## src/rtl/ata_tf_pkg.sv

```systemverilog
package ata_tf_pkg;
   localparam int ADDR_W = 3;

   localparam logic [ADDR_W-1:0] OFS_DATA  = 3'd0;
   localparam logic [ADDR_W-1:0] OFS_COUNT = 3'd2;
   localparam logic [ADDR_W-1:0] OFS_LBA0  = 3'd3;
   localparam logic [ADDR_W-1:0] OFS_LBA1  = 3'd4;
   localparam logic [ADDR_W-1:0] OFS_LBA2  = 3'd5;
   localparam logic [ADDR_W-1:0] OFS_DEV   = 3'd6;
   localparam logic [ADDR_W-1:0] OFS_CMD   = 3'd7;

   localparam logic [7:0] OP_IDENT = 8'hEC;
   localparam logic [7:0] OP_FLUSH = 8'hE7;
   localparam logic [7:0] OP_DMA_R = 8'hC8;
   localparam logic [7:0] OP_DMA_W = 8'hCA;

   localparam int DEV_SEL_BIT = 4;

   typedef enum logic [1:0] {
      SQ_IDLE,
      SQ_PIO_IN,
      SQ_FLUSH,
      SQ_DMA
   } seq_state_t;
endpackage

```

## src/rtl/ata_tf_regs.sv

```systemverilog
module ata_tf_regs #(
   parameter int REG_W = 8
) (
   input  logic                           clk,
   input  logic                           rst_n,
   input  logic [ata_tf_pkg::ADDR_W-1:0]  addr,
   input  logic                           wr_en,
   input  logic [REG_W-1:0]               wr_byte,
   input  logic                           busy,
   output logic [6:1][REG_W-1:0]          file_q
);
   logic in_range;
   assign in_range = (addr != ata_tf_pkg::OFS_DATA) && (addr != ata_tf_pkg::OFS_CMD);

   always_ff @(posedge clk) begin
      if (!rst_n) begin
         file_q <= '0;
      end else if (wr_en && in_range && !busy) begin
         for (int k = 1; k <= 6; k++) begin
            if (addr == ata_tf_pkg::ADDR_W'(k)) file_q[k] <= wr_byte;
         end
      end
   end
endmodule

```

## src/rtl/ata_tf_ident_rom.sv

```systemverilog
module ata_tf_ident_rom #(
   parameter int   WORD_W    = 16,
   parameter int   ID_WORDS  = 256,
   parameter int   SER_WORDS = 10,
   parameter int   VER_WORDS = 4,
   parameter logic [16*SER_WORDS-1:0] SERIAL  = '0,
   parameter logic [16*VER_WORDS-1:0] VERSION = '0,
   parameter bit   WCACHE_ON = 1'b1,
   localparam int  IDX_W = $clog2(ID_WORDS)
) (
   input  logic [IDX_W-1:0]  idx,
   output logic [WORD_W-1:0] word
);
   localparam int SER_BASE = 10;
   localparam int VER_BASE = 23;
   localparam int CAP_WORD = 85;

   logic [WORD_W-1:0] cap_val;

   generate
      if (WCACHE_ON) begin : g_wc_on
         assign cap_val = WORD_W'(16'h0020);
      end else begin : g_wc_off
         assign cap_val = '0;
      end
   endgenerate

   always_comb begin
      word = '0;
      for (int k = 0; k < SER_WORDS; k++) begin
         if (idx == IDX_W'(SER_BASE + k)) word = WORD_W'(SERIAL[16*(SER_WORDS-k)-1 -: 16]);
      end
      for (int k = 0; k < VER_WORDS; k++) begin
         if (idx == IDX_W'(VER_BASE + k)) word = WORD_W'(VERSION[16*(VER_WORDS-k)-1 -: 16]);
      end
      if (idx == IDX_W'(CAP_WORD)) word = cap_val;
   end
endmodule

```

## src/rtl/ata_tf_seq.sv

```systemverilog
module ata_tf_seq #(
   parameter int  ID_WORDS = 256,
   localparam int IDX_W    = $clog2(ID_WORDS)
) (
   input  logic             clk,
   input  logic             rst_n,
   input  logic             cmd_wr,
   input  logic [7:0]       cmd_code,
   input  logic             dev_sel,
   input  logic             data_rd,
   input  logic             stat_rd,
   input  logic             flush_done,
   input  logic             dma_done,
   output logic             bsy,
   output logic             drq,
   output logic             err,
   output logic             irq,
   output logic [IDX_W-1:0] word_idx,
   output logic             dma_start,
   output logic             dma_to_host,
   output logic             flush_req
);
   import ata_tf_pkg::*;

   seq_state_t state_q;
   logic accept, is_ident, is_flush, is_dma, unknown, irq_set, last_word;

   assign accept    = cmd_wr && !dev_sel && (state_q == SQ_IDLE);
   assign is_ident  = (cmd_code == OP_IDENT);
   assign is_flush  = (cmd_code == OP_FLUSH);
   assign is_dma    = (cmd_code == OP_DMA_R) || (cmd_code == OP_DMA_W);
   assign unknown   = !(is_ident || is_flush || is_dma);
   assign last_word = (word_idx == IDX_W'(ID_WORDS - 1));
   assign irq_set   = (accept && (is_ident || unknown))
                   || (state_q == SQ_FLUSH && flush_done)
                   || (state_q == SQ_DMA   && dma_done);

   assign bsy       = (state_q == SQ_FLUSH) || (state_q == SQ_DMA);
   assign drq       = (state_q == SQ_PIO_IN);
   assign flush_req = (state_q == SQ_FLUSH);

   always_ff @(posedge clk) begin
      if (!rst_n) begin
         state_q     <= SQ_IDLE;
         err         <= 1'b0;
         irq         <= 1'b0;
         word_idx    <= '0;
         dma_start   <= 1'b0;
         dma_to_host <= 1'b0;
      end else begin
         dma_start <= 1'b0;
         if (irq_set)      irq <= 1'b1;
         else if (stat_rd) irq <= 1'b0;

         case (state_q)
            SQ_IDLE: begin
               if (accept) begin
                  err <= unknown;
                  if (is_ident) begin
                     state_q  <= SQ_PIO_IN;
                     word_idx <= '0;
                  end else if (is_flush) begin
                     state_q <= SQ_FLUSH;
                  end else if (is_dma) begin
                     state_q     <= SQ_DMA;
                     dma_start   <= 1'b1;
                     dma_to_host <= (cmd_code == OP_DMA_R);
                  end
               end
            end
            SQ_PIO_IN: begin
               if (data_rd) begin
                  if (last_word) begin
                     state_q  <= SQ_IDLE;
                     word_idx <= '0;
                  end else begin
                     word_idx <= word_idx + 1'b1;
                  end
               end
            end
            SQ_FLUSH: if (flush_done) state_q <= SQ_IDLE;
            SQ_DMA:   if (dma_done)   state_q <= SQ_IDLE;
            default:  state_q <= SQ_IDLE;
         endcase
      end
   end
endmodule

```

## src/rtl/ata_taskfile_ctrl.sv

```systemverilog
module ata_taskfile_ctrl #(
   parameter int  REG_W     = 8,
   parameter int  DATA_W    = 16,
   parameter int  ID_WORDS  = 256,
   parameter int  SER_WORDS = 10,
   parameter int  VER_WORDS = 4,
   parameter logic [16*SER_WORDS-1:0] SERIAL  = "TFC-DEVICE-00000017 ",
   parameter logic [16*VER_WORDS-1:0] VERSION = "REV 2.1 ",
   parameter bit  WCACHE_ON = 1'b1,
   localparam int LBA_W     = 3 * REG_W
) (
   input  logic              clk,
   input  logic              rst_n,
   input  logic [2:0]        reg_addr,
   input  logic              wr_en,
   input  logic [DATA_W-1:0] wr_data,
   input  logic              rd_en,
   output logic [DATA_W-1:0] rd_data,
   output logic              irq,
   output logic              flush_req,
   input  logic              flush_done,
   output logic              dma_start,
   output logic              dma_to_host,
   output logic [LBA_W-1:0]  dma_lba,
   output logic [REG_W-1:0]  dma_count,
   input  logic              dma_done
);
   import ata_tf_pkg::*;
   localparam int IDX_W = $clog2(ID_WORDS);

   generate
      if (REG_W != 8) begin : g_bad_reg_w
         $error("REG_W must be 8");
      end
      if (DATA_W != 2 * REG_W) begin : g_bad_data_w
         $error("DATA_W must be twice REG_W");
      end
      if (ID_WORDS < 86 || ID_WORDS > 4096) begin : g_bad_words
         $error("ID_WORDS must cover word 85 and stay small");
      end
   endgenerate

   logic [6:1][REG_W-1:0] file_q;
   logic bsy, drq, err, dev_sel;
   logic [IDX_W-1:0]  word_idx;
   logic [DATA_W-1:0] id_word;
   logic [7:0]        stat_byte;

   assign dev_sel   = file_q[6][DEV_SEL_BIT];
   assign stat_byte = {bsy, 1'b1, 1'b0, 1'b0, drq, 2'b00, err};

   ata_tf_regs #(.REG_W(REG_W)) i_regs (
      .clk(clk), .rst_n(rst_n), .addr(reg_addr), .wr_en(wr_en),
      .wr_byte(wr_data[REG_W-1:0]), .busy(bsy), .file_q(file_q)
   );

   ata_tf_ident_rom #(
      .WORD_W(DATA_W), .ID_WORDS(ID_WORDS), .SER_WORDS(SER_WORDS),
      .VER_WORDS(VER_WORDS), .SERIAL(SERIAL), .VERSION(VERSION),
      .WCACHE_ON(WCACHE_ON)
   ) i_rom (
      .idx(word_idx), .word(id_word)
   );

   ata_tf_seq #(.ID_WORDS(ID_WORDS)) i_seq (
      .clk(clk), .rst_n(rst_n),
      .cmd_wr(wr_en && reg_addr == OFS_CMD),
      .cmd_code(wr_data[7:0]), .dev_sel(dev_sel),
      .data_rd(rd_en && reg_addr == OFS_DATA),
      .stat_rd(rd_en && reg_addr == OFS_CMD),
      .flush_done(flush_done), .dma_done(dma_done),
      .bsy(bsy), .drq(drq), .err(err), .irq(irq), .word_idx(word_idx),
      .dma_start(dma_start), .dma_to_host(dma_to_host), .flush_req(flush_req)
   );

   assign dma_lba   = {file_q[OFS_LBA2], file_q[OFS_LBA1], file_q[OFS_LBA0]};
   assign dma_count = file_q[OFS_COUNT];

   always_comb begin
      rd_data = '0;
      case (reg_addr)
         OFS_DATA: rd_data = drq ? id_word : '0;
         OFS_CMD:  rd_data = DATA_W'(stat_byte);
         default:  rd_data = DATA_W'(file_q[reg_addr]);
      endcase
   end
endmodule

```

## config.mk

```make
export PLATFORM = sky130hd
export DESIGN_NAME = ata_taskfile_ctrl
export DESIGN_NICKNAME = d
export VERILOG_FILES = /design/src/rtl/ata_tf_pkg.sv /design/src/rtl/ata_tf_regs.sv /design/src/rtl/ata_tf_ident_rom.sv /design/src/rtl/ata_tf_seq.sv /design/src/rtl/ata_taskfile_ctrl.sv
export SDC_FILE = /design/constraint.sdc
export NUM_CORES = 1
export LEC_CHECK = 0
export ABC_AREA = 1
export CORE_UTILIZATION = 47
export DETAILED_ROUTE_END_ITERATION = 8
export MAX_ROUTING_LAYER = met4
export PLACE_DENSITY = 0.76
export SYNTH_ARGS = -nofsm -noshare
export SYNTH_HDL_FRONTEND = slang
export SYNTH_SLANG_ARGS = --single-unit
```

## constraint.sdc

```tcl
create_clock -name clk -period 1.9 [get_ports clk]
set_input_delay 0.38 -clock clk [delete_from_list [all_inputs] [get_ports clk]]
set_output_delay 0.38 -clock clk [all_outputs]
set_load 0.02 [all_outputs]
```

**Word level (Yosys, flattened, before mapping)**

Cells that the tools add are included.

- Equal/unequal tests: 38
- Order comparisons: 1
- Multiplexer cells: 36
- Bitwise operators: 5
- Reduce and logical (&&, ||, !) cells: 37
- Add/subtract/negate cells: 1

Operators with widths:

| cell | count |
|---|---|
| $mux 15 | 15 |
| $eq 8x5->1 const B | 8 |
| $eq 8x4->1 const B | 6 |
| $eq 8x8->1 const B | 5 |
| $mux 8 | 5 |
| $pmux 16 s2 | 1 |
| $bmux 8 s3 | 1 |
| $mux 16 | 1 |
| $mux 2 | 8 |
| $pmux 8 s2 | 1 |
| $reduce_and 2->1 | 7 |
| $eq 3x3->1 const B | 4 |
| $logic_and 1x1->1 | 11 |
| $ne 2x1->1 const B | 5 |
| $add 8x1->8 const B | 1 |
| $eq 8x7->1 const B | 1 |
| $pmux 2 s4 | 1 |
| $logic_or 1x1->1 | 7 |
| $eq 3x2->1 const B | 2 |
| $reduce_and 6->1 | 1 |
| $not 1->1 | 5 |
| $reduce_and 5->1 | 1 |
| $reduce_or 5->1 | 1 |
| $eq 2x2->1 const B | 2 |
| other kinds (13) | 18 |

- Input port bits: 25
- Register bits: 62
- Output and inout port bits: 52
- Word-level logic and storage cells: 130

**Logic depth before layout (Yosys ltp)**

- Depth after elaboration: 18
- Gate-level depth with buffers: 12

**By module**

Synthesis repeated with hierarchy kept, for this count alone.

- Cell total of the unflattened synthesis: 692
- Area, all modules: 4,023.9 µm²

By module, submodules not included:

| module | area each (µm²) | sequential area each (µm²) | times used | cells each |
|---|---|---|---|---|
| ata_tf_regs | 1,958.1 | 960.9 | 1 | 278 |
| ata_tf_seq | 905.9 | 280.3 | 1 | 155 |
| ata_taskfile_ctrl | 737.0 | 0.0 | 1 | 173 |
| ata_tf_ident_rom | 422.9 | 0.0 | 1 | 86 |

**Worst setup path before layout**

Ideal clock, no wire load.

- Kind: register to output
- Start point: register i_seq.word_idx[0]
- End point: output port rd_data[5]
- Arrival: 1,616 ps
- Buffers on the path: 0
- Cell stages (with the launch flop): 12
- Path slack: -96 ps
- Cells stage by stage: dfxtp_1 -> ha_1 -> inv_1 -> nor2_1 -> inv_1 -> nor2_1 -> inv_1 -> nand3_1 -> nor2_1 -> nand2_1 -> o21ai_0 -> nand2_1

- Word-level cells in the longest chain between the ends: 17
- Elaborated cells between the ends (all ways): 30

RTL lines:

| element | RTL line | RTL |
|---|---|---|
| from (decl) | ata_tf_seq.sv:18 | `output logic [IDX_W-1:0] word_idx,` |
| from (signal assigned) | ata_tf_seq.sv:77 | `word_idx <= word_idx + 1'b1;` |
| $eq 8x4->1 | ata_tf_ident_rom.sv:31 | `if (idx == IDX_W'(SER_BASE + k)) word = WORD_W'(SERIAL[16*(SER_WORDS-k)-1 -: 16]);` |
| $mux 15 (9 in a row) | ata_tf_ident_rom.sv:31 |  |
| $mux 15 (4 in a row) | ata_tf_ident_rom.sv:34 | `if (idx == IDX_W'(VER_BASE + k)) word = WORD_W'(VERSION[16*(VER_WORDS-k)-1 -: 16]);` |
| $mux 15 (*) | ata_tf_ident_rom.sv:36 | `if (idx == IDX_W'(CAP_WORD)) word = cap_val;` |
| $mux 16 (*) | ata_taskfile_ctrl.sv:82 | `OFS_DATA: rd_data = drq ? id_word : '0;` |
| $pmux 16 s2 (*) | ata_taskfile_ctrl.sv:81 | `case (reg_addr)` |
| to (decl) | ata_taskfile_ctrl.sv:18 | `output logic [DATA_W-1:0] rd_data,` |

Mark *: on every way between the ends. The rest lies on a longest branch, timed or not.

**Worst setup path in the final report**

Same ends and word-level chain as after synthesis.

==> metrics.cfg <==
[power_and_ir_drop]
intPower_uw = 2030
cellPowerDensity_nw_per_um2 = 507
comb_power_share = 0.160
ir_worst_vdd_mv = 0.469
p_switching_uw = 918
switching_share = 0.312
seqPwrFrac = 0.459
power_uw = 2950
p_leak_uw = 0.00258
p_clk_frac = 0.380

[sta]
timing.fmax_mhz = 408
fin_ws_ns = -0.553
fin_setup_tns_ns = -6.16
fin_crit_ns = 2.45
period_share = 1.29
rsz0062_at_grt = yes
setup_viol = 14
finalClockSkew_ns = 0.0105
hold_violations = 0
drv_slew = 0

[die]
die-area_um2 = 8180
die_h_um = 90.5
initial_utilization = 0.497
row_count = 31
dieWidth_um = 90.5
io_pins = 77
fp.coreArea_um2 = 7410

[clock_network]
clk_path_buf_depth = 2
cts-root-buf = clkbuf_8
cts_tree = built
cts_made_buffers = 9
h-tree-depth = 3
clock-sinks = 62
holdBufCountCts = 0
clkTransAtPathRegs_ns = 0.08
clkLatencyLatePin_ns = 0.36

[routing]
via_count = 4727
drt-pass1-iter-count = 5
final_antenna_net_count = 0
wire_per_inst_um = 17.6
totalWireLength_um = 14600
viasPerCell = 5.68
drc = 0
drt-initial-drc-count = 476

[synthesis]
avgSynthCellArea_um2 = 6.50
synth-warning-count = 0
synth_edf_count = 0
async_flop_share = 0
synth_area_um2 = 3680
ys_seq_elements = 62
syn_nets = 595
ys_types = 35
syn_inst = 566
ys_seq_area_frac = 0.337
synth_top_flop_cell = dfxtp_1

[critical_path]
path_cells = inv_4 -> ha_4 -> o211ai_1 -> buf_4 -> nand3_4 -> nor2_2 -> nand2_1 -> o21ai_1 -> nand2_1 -> buf_6
endpoint = rd_data[5]
crit_start = i_seq.word_idx[0]$_SDFFE_PN0P_
cp_slowest_cell = dfxtp_4
worstSetupEndpointType = output pin
crit_path_max_fanout = 4
cp_data_required_time_ns = 1.52
reg2reg_depth = 10
crit_type = reg -> out
r2r_start = i_seq.word_idx[1]$_SDFFE_PN0P_
cp_top_family = flip-flops
reg2reg_slack_ns = 0.11
max_stage_delay_ns = 0.41
crit_top_cell = nand2_1
cp_num_buf_inv = 3
cp_data_arrival_time_ns = 2.07
reg2reg_to = i_seq.state_q[0]$_SDFFE_PN0P_
start_kind = flop
cp.depth = 10

[global_routing]
grt_pass1_wl_um = 22600
grt_overflow = 0
grt_pass1_vias = 4348
antenna_found_initial = 0
grt_max_degree = 37
grt.total_usage = 0.362

[finish]
antennaDiodeCount = 0
n_fill_cell = 514
multi_input_comb_area_um2 = 2200
fin_nets = 757
areaGrowthSynthToFinish_pct = 57.9
regArea_um2 = 1260
drive_above_1_share = 0.372

[placed_design]
io_buffers = 67
globalplace.congestion = 1.01
hpwlAfterDp_um = 10100

[hold_path]
min_path_type = reg -> reg
whs_path_depth = 2

[status]
violations = setup timing
run_status = finished with violations

[job]
drv_cap = 0

-- Yosys cell counts (2+ instances only) --
master	n	area, µm²
o21ai_1	10	50.1
nor2_1	45	169
nor2_2	6	37.5
ha_1	4	50.1
nor3_1	9	45.0
nor2_4	2	22.5
o211ai_1	3	22.5
nand2_1	106	398
o21ai_0	48	240
nand4_1	10	62.6
buf_4	33	248
clkbuf_1	7	26.3
a22o_1	2	17.5
a21oi_1	65	325
inv_2	4	15.0
a221oi_1	2	17.5
nand3_1	45	225
inv_1	75	282
dfxtp_1	62	1240
buf_2	6	30.0
o22ai_1	8	50.1
-- metal layers --
metal | vias up | share of wire | track usage
li1 | 2165 | - | -
met1 | 2200 | 0.40 | 0.452
met2 | 290 | 0.45 | 0.562
met3 | 72 | 0.089 | 0.0648
met4 | 0 | 0.055 | 0.179
met5 | - | 0 | -
-- cells by family after synthesis --
group | synth area share
other | 0.00102
AND/OR/NAND/NOR | 0.269
buffers and inverters | 0.165
AO/OA/AOI/OAI | 0.212
flip-flops | 0.337
XOR/XNOR | 0.00238
adder cells (fa/ha/maj) | 0.0136
-- flip-flops by register name, indices dropped and copies added, names as in the netlist --
name and cells:
i_regs.file_q 48, i_seq.dma_start 1, i_seq.dma_to_host 1, i_seq.err 1, i_seq.irq 1, i_seq.state_q 2
i_seq.word_idx 8
-- cell usage in the layout (no fill, tap or decap), types with 13 or more instances in the layout --
master	netlist	routed
dfxtp_1	62	54
inv_1	75	57
nand3_1	45	34
buf_4	33	127
clkdlybuf4s50_1	0	48
a21oi_1	65	62
nor2_1	45	31
buf_6	0	14
o21ai_0	48	40
inv_2	4	13
nand2_2	0	15
nand2_1	106	85
nor2_4	2	13
-- per-stage QoR --
step	instance area (µm²)	utilization	instances	hold slack, ns	worst slack, ns
final	5810	0.784	832	0.463	-0.553
after global routing	5810	0.784	832	0.484	-0.601
after CTS	5620	0.758	828	0.463	-0.398
after detailed placement	5080	0.686	802	0.451	-0.973
after global placement	5080	0.686	802	0.441	-0.909
after floorplan	3690	-	566	0.425	0.00242
-- power by group through the flow --
stage          Combinational, µW  Clock [µW]  Sequential (µW)
5_1_grt                      498        1190             1360
3_3_place_gp                 426           0             1380
6_report                     472        1120             1350
3_5_place_dp                 432           0             1380
2_1_floorplan                213           0             1380
4_1_cts                      443        1110             1350
-- worst reg2reg max path, stage by stage, from the launching register on --
cell and delay [ns]:
dfxtp_4 0.39, ha_4 0.19, inv_6 0.07, nor2_4 0.04, buf_4 0.13, a21oi_1 0.41
nor2_1 0.15, nand3_1 0.12, nand2_1 0.06, nand2_1 0.06, nor2_1 0.04
-- worst min-delay path by stage --
stage	end	startpoint
final	i_regs.file_q[0]$_SDFFE_PN0P_	i_regs.file_q[0]$_SDFFE_PN0P_
after global routing	i_regs.file_q[46]$_SDFFE_PN0P_	reg_addr[0]
after CTS	i_regs.file_q[0]$_SDFFE_PN0P_	i_regs.file_q[0]$_SDFFE_PN0P_
after detailed placement	i_regs.file_q[0]$_SDFFE_PN0P_	i_regs.file_q[0]$_SDFFE_PN0P_
after global placement	i_regs.file_q[0]$_SDFFE_PN0P_	i_regs.file_q[0]$_SDFFE_PN0P_
after floorplan	i_regs.file_q[0]$_SDFFE_PN0P_	i_regs.file_q[0]$_SDFFE_PN0P_
-- area by class of cell --
type / count / area share
clock buffer: 9 / 0.0213
clock inverter: 7 / 0.00948
inverter: 80 / 0.0573
multi-input combinational: 377 / 0.378
sequential: 62 / 0.217
tap: 99 / 0.0213
timing repair buffer: 198 / 0.296
-- timing repair --
item	in CTS	in global routing
buffers inserted	10	6
gates resized for setup	196	45
pin swaps	28	28
endpoints found under the setup margin	78	26
No activity file was read; power rests on OpenSTA's default activity.
